===== src/rtl/xpt_pkg.sv =====
package xpt_pkg;
    localparam int XAW   = 3;
    localparam int YAW   = 3;
    localparam int AW    = XAW + YAW;
    localparam int CELLS = 1 << AW;

    typedef struct packed {
        logic          strb;
        logic          data;
        logic [AW-1:0] idx;
    } req_t;
endpackage


===== src/rtl/xpt_in_stage.sv =====
module xpt_in_stage
    import xpt_pkg::*;
(
    input  logic           clk_i,
    input  logic           rst_i,
    input  logic           strb_i,
    input  logic           data_i,
    input  logic [XAW-1:0] ax_i,
    input  logic [YAW-1:0] ay_i,
    output req_t           req_o
);
    req_t req_d, req_q;

    always_comb begin
        req_d      = req_q;
        req_d.strb = strb_i;
        req_d.data = data_i;
        // column address in the upper bits, row address in the lower bits
        req_d.idx  = {ay_i, ax_i};
    end

    always_ff @(posedge clk_i or posedge rst_i) begin
        if (rst_i) req_q <= '0;
        else       req_q <= req_d;
    end

    assign req_o = req_q;
endmodule


===== src/rtl/xpt_addr_decode.sv =====
module xpt_addr_decode
    import xpt_pkg::*;
(
    input  logic [AW-1:0]    idx_i,
    input  logic             en_i,
    output logic [CELLS-1:0] wen_o
);
    for (genvar g = 0; g < CELLS; g++) begin : g_dec
        assign wen_o[g] = en_i && (idx_i == AW'(g));
    end
endmodule


===== src/rtl/xpt_cell_array.sv =====
module xpt_cell_array
    import xpt_pkg::*;
(
    input  logic             clk_i,
    input  logic             rst_i,
    input  logic [CELLS-1:0] wen_i,
    input  logic             data_i,
    output logic [CELLS-1:0] cell_o,
    output logic [CELLS-1:0] sw_o
);
    typedef struct packed {
        logic [CELLS-1:0] cells;
    } arr_t;

    arr_t st_d, st_q;

    // A transparent cell tracks the data on every cycle, so it keeps the last value once the strobe drops.
    always_comb begin
        st_d = st_q;
        for (int i = 0; i < CELLS; i++) begin
            if (wen_i[i]) st_d.cells[i] = data_i;
        end
    end

    always_ff @(posedge clk_i or posedge rst_i) begin
        if (rst_i) st_q <= '0;
        else       st_q <= st_d;
    end

    for (genvar g = 0; g < CELLS; g++) begin : g_out
        assign sw_o[g] = wen_i[g] ? data_i : st_q.cells[g];
    end

    assign cell_o = st_q.cells;

    // at most one cell changes per clock
    a_r5_single_cell: assert property (@(posedge clk_i) disable iff (rst_i)
        $countones(st_q.cells ^ $past(st_q.cells)) <= 1);

    // no enable, no change
    a_r6_idle_hold: assert property (@(posedge clk_i) disable iff (rst_i)
        (wen_i == '0) |=> $stable(st_q.cells));
endmodule


===== src/rtl/xpt_ctrl_mem.sv =====
module xpt_ctrl_mem
    import xpt_pkg::*;
(
    input  logic             clk_i,
    input  logic             rst_i,
    input  logic             strb_i,
    input  logic             data_i,
    input  logic [XAW-1:0]   ax_i,
    input  logic [YAW-1:0]   ay_i,
    output logic [CELLS-1:0] sw_o
);
    req_t             req;
    logic [CELLS-1:0] wen;
    logic [CELLS-1:0] cells;

    xpt_in_stage i_in (
        .clk_i  (clk_i),
        .rst_i  (rst_i),
        .strb_i (strb_i),
        .data_i (data_i),
        .ax_i   (ax_i),
        .ay_i   (ay_i),
        .req_o  (req)
    );

    xpt_addr_decode i_dec (
        .idx_i (req.idx),
        .en_i  (req.strb),
        .wen_o (wen)
    );

    xpt_cell_array i_arr (
        .clk_i  (clk_i),
        .rst_i  (rst_i),
        .wen_i  (wen),
        .data_i (req.data),
        .cell_o (cells),
        .sw_o   (sw_o)
    );

    // reset forces all switches off
    a_r1_reset_clear: assert property (@(posedge clk_i)
        rst_i |-> (sw_o == '0));

    // after the strobe falls, the cells hold what was visible in the last transparent cycle
    a_r4_capture: assert property (@(posedge clk_i) disable iff (rst_i)
        $fell(req.strb) |-> (cells == $past(sw_o)));
endmodule


===== config.mk =====
export PLATFORM = sky130hd
export DESIGN_NAME = xpt_ctrl_mem
export DESIGN_NICKNAME = d
export VERILOG_FILES = /design/src/rtl/xpt_pkg.sv /design/src/rtl/xpt_in_stage.sv /design/src/rtl/xpt_addr_decode.sv /design/src/rtl/xpt_cell_array.sv /design/src/rtl/xpt_ctrl_mem.sv
export SDC_FILE = /design/constraint.sdc
export NUM_CORES = 1
export LEC_CHECK = 0
export BUFFER_PORTS_ARGS = -buffer_cell sky130_fd_sc_hd__buf_2
export CAP_MARGIN = 20
export CORE_MARGIN = 10
export CORE_UTILIZATION = 40
export DETAILED_ROUTE_END_ITERATION = 10
export HOLD_SLACK_MARGIN = 0.1
export PLACE_DENSITY_LB_ADDON = 0.1
export SETUP_SLACK_MARGIN = 0.1
export SYNTH_ARGS = -nofsm -noshare
export SYNTH_HDL_FRONTEND = slang
export SYNTH_HIERARCHICAL = 1
export SYNTH_SLANG_ARGS = --single-unit

===== constraint.sdc =====
create_clock -name clk_i -period 2.6 [get_ports clk_i]
set_input_delay 0.52 -clock clk_i [delete_from_list [all_inputs] [get_ports clk_i]]
set_output_delay 0.52 -clock clk_i [all_outputs]
set_load 0.01 [all_outputs]

==> run summary <==
FLOW RUN
--------------------------------------------------------------------------------------------------------
Reported max-cap violation count ..........................................................            0

SYNTHESIS
--------------------------------------------------------------------------------------------------------
Dominant cell type by area after synthesis ................................................ sky130_fd_sc_hd__dfrtp_1
Number of warning messages in the yosys log ...............................................            6
Synth cell count leaders .................................................................. sky130_fd_sc_hd__dfrtp_1, sky130_fd_sc_hd__nor2_1, sky130_fd_sc_hd__mux2_4, sky130_fd_sc_hd__clkbuf_1
Instance count of the mapped netlist ......................................................          238
Nets in the synthesized netlist ...........................................................          248
Fraction of registers with async set or reset after synthesis .............................         1.00
Flip-flop and latch count after synthesis .................................................           72
Portion of the post-synthesis area used by sequential elements ............................        0.542
Netlist cell types ........................................................................           18
Area share of the largest cell type after synthesis .......................................        0.542
Top post-synthesis cells by area .......................................................... sky130_fd_sc_hd__dfrtp_1, sky130_fd_sc_hd__mux2_4, sky130_fd_sc_hd__nor2_1
Most used DFF post-synth .................................................................. sky130_fd_sc_hd__dfrtp_1
Post-synthesis area per instance ..........................................................     14.0 um2
Most frequent cell after synthesis ........................................................ sky130_fd_sc_hd__dfrtp_1
EDFF count, synth .........................................................................            0
Netlist area before placement .............................................................     3330 um2

GLOBAL ROUTE
--------------------------------------------------------------------------------------------------------
Peak-usage layer in the global routing report .............................................         met2
Global-route wire length before repair ....................................................      13.0 mm
Number of antenna violations at the first check in global routing .........................            0
Met1 track utilization from global routing ................................................        0.176
Vias in the first global route ............................................................         2269
GR met2 Demand/Resource ...................................................................        0.194
GRT Total Usage ...........................................................................        0.131
Maximum number of pins on one net before global-route repair ..............................           65
Met3 Track Usage GR .......................................................................       0.0482
Gr ovfl total .............................................................................            0

DRT
--------------------------------------------------------------------------------------------------------
Residual DRC ..............................................................................            0
Detailed-route wire length ................................................................      8.65 mm
First drt pass iteration count ............................................................            4
Total vias in the final route .............................................................         2159
Routed WL per cell ........................................................................      19.7 um
Number of nets still failing antenna checks after routing .................................            0
Via density per instance ..................................................................         4.92
Iteration-0 DRC Markers ...................................................................          125

CTS
--------------------------------------------------------------------------------------------------------
Clock Tree Buf Depth ......................................................................            2
TritonCTS sink count ......................................................................           72
Latest clock arrival within the worst-skew pair ...........................................      0.34 ns
TritonCTS clock tree ......................................................................         done
Total clock buffers created by CTS ........................................................            9
Number of H-tree levels ...................................................................            3
Post-CTS clock slew at the launch and capture registers of the worst setup and hold paths .      0.07 ns
Number of hold buffers added after cts ....................................................            0
Clock root cell ........................................................................... sky130_fd_sc_hd__clkbuf_8

FINISH
--------------------------------------------------------------------------------------------------------
Number of inserted diodes .................................................................            0
# nets final ..............................................................................          339
Area growth, synth to finish ..............................................................        31.9%
Final-layout fill cell count ..............................................................          709
Final core utilization ....................................................................        0.539
Finished Cell Area ........................................................................     4390 um2
Share of final-layout standard cells stronger than drive strength 1 .......................        0.701

WORST SETUP PATH
--------------------------------------------------------------------------------------------------------
CP bufs+invs ..............................................................................            2
Worst EP arrival ..........................................................................      2.12 ns
Startpoint type of the worst setup path ...................................................    flip-flop
Largest stage delay on the critical path ..................................................      0.56 ns
Category of the worst setup path capture point ............................................  output port
Chain of cells forming the critical path .................................................. buf_12, or4_4, nor2_2, mux2_4, buf_2
Worst-path cell with the longest stage delay .............................................. sky130_fd_sc_hd__or4_4
Data required time at the worst endpoint ..................................................      2.08 ns
Family of cells with the greatest summed delay on the critical path ....................... simple AND/OR/NAND/NOR gates
Worst-path maximum fanout .................................................................            6
Class of the most critical setup path ..................................................... flip-flop to output port

PLACE
--------------------------------------------------------------------------------------------------------
Post-detailed-placement half-perimeter wirelength .........................................      5.38 mm
Final weighted congestion in routability-driven placement .................................        0.697
Placed cell areas .........................................................................     3740 um2
Count of port buffers added during placement ..............................................           73

FLOORPLANNING
--------------------------------------------------------------------------------------------------------
Initial Utilization .......................................................................        0.409
Number of rows in the core area ...........................................................           33
Overall die height ........................................................................       111 um
Die footprint .............................................................................    12400 um2
Std-Cell Core Area ........................................................................     8130 um2
Die width .................................................................................       111 um
Ports .....................................................................................           74

TIMING
--------------------------------------------------------------------------------------------------------
Post-route worst hold slack ...............................................................     0.125 ns
Final setup margin ........................................................................   -0.0353 ns
Final setup violation count ...............................................................            3
Max-Slew Margin vs Limit ..................................................................        0.536
Transition time at the pin with the least slew margin .....................................     0.696 ns
Setup clock skew after layout .............................................................   0.00843 ns
Tmin final ................................................................................      2.64 ns
Highest Clock Rate ........................................................................      379 MHz
RSZ-0062 raised after global routing ......................................................         true
Final clock period utilization by the worst path ..........................................         1.01
Final-report hold violation count .........................................................            0
Slew Limit Fails ..........................................................................            0

POWER AND IR DROP
--------------------------------------------------------------------------------------------------------
Standby leakage power .....................................................................      2.04 nW
Peak ir drop on the vdd network ...........................................................     0.286 mV
Power density over cell area ..............................................................   625 nW/um2

MIN PATH
--------------------------------------------------------------------------------------------------------
Hold crit path type ....................................................................... input pin to asynchronous set/reset pin

RUN STATUS
--------------------------------------------------------------------------------------------------------
Outcome ................................................................................... finished, violations left
Violations in the final reports ........................................................... negative setup slack

metal layers:
| metal | vias up | routed length, um |
|---|---|---|
| met5 | - | 0 |
| met4 | 0 | 88 |
| met3 | 7 | 456 |
| met2 | 64 | 3980 |
| met1 | 1092 | 4120 |
| li1 | 996 | - |
repair_timing:
item	CTS	global route
pin swaps	2	9
setup buffers	5	11
gates cloned	0	1
setup endpoints to repair	61	56
gates resized for setup	33	53
per-stage QoR:
stage          setup TNS [ns]  power, mW  std cells  setup WS [ns]
2_1_floorplan               0       1.67        238          0.482
3_3_place_gp                0       1.87        406          0.232
3_5_place_dp                0       1.88        406          0.206
4_1_cts                     0       2.75        427       0.000596
5_1_grt                 -1.24       2.89        439        -0.0790
6_report              -0.0507       2.74        439        -0.0353
cells by family after synthesis:
kind of cell,share of synthesized area
AND/OR/NAND/NOR,0.130
flip-flops,0.542
multiplexers,0.284
buffers and inverters,0.0436
sequential cells by signal (all words and copies together), names as in the netlist:
register / cells
i_in/req_o: 8
i_arr/cell_o: 64
cells in the final DEF (no fill, tap or decap), drive strengths merged:
cell type / instances
buf: 94
dfrtp: 72
mux2: 64
nor2: 64
clkbuf: 15
nand4bb: 6
or4b: 4
nand4b: 4
or3b: 2
nand3b: 2
inv: 2
clkinv: 1
clkinvlp: 1
or4: 1
nand3: 1
nand4: 1
final cells by class:
| type | instances | area, um2 | area share |
|---|---|---|---|
| sequential | 72 | 1810 | 0.413 |
| multi-input combinational | 149 | 1640 | 0.373 |
| timing repair buffer | 95 | 612 | 0.139 |
| clock buffer | 14 | 173 | 0.0394 |
| tap | 105 | 131 | 0.0299 |
| clock inverter | 2 | 12.5 | 0.00285 |
| inverter | 2 | 7.51 | 0.00171 |
path summary, 6_finish.rpt:
| check | start | endpoint | slack, ns | depth (start not counted) |
|---|---|---|---|---|
| min reg2reg | i_arr/cell_o[7]$_DFF_PP0_ | i_arr/cell_o[7]$_DFF_PP0_ | 0.49 | 1 |
| max reg2reg | i_in/req_o[3]$_DFF_PP0_ | i_arr/cell_o[32]$_DFF_PP0_ | 0.86 | 4 |
| max in group asynchronous | rst_i | i_arr/cell_o[52]$_DFF_PP0_ | 1.79 | 3 |
| min | rst_i | i_in/req_o[0]$_DFF_PP0_ | 0.12 | 2 |
| min in group clk_i | data_i | i_in/req_o[6]$_DFF_PP0_ | 0.28 | 1 |
| max | i_in/req_o[3]$_DFF_PP0_ | sw_o[32] | -0.04 | 5 |
power breakdown:
group          switching, mW  internal, mW  leakage, nW
Combinational          0.275         0.320         1.01
Sequential            0.0640          1.25        0.938
Clock                  0.404         0.425       0.0927
Note: power is estimated with default switching activity, not from simulation.
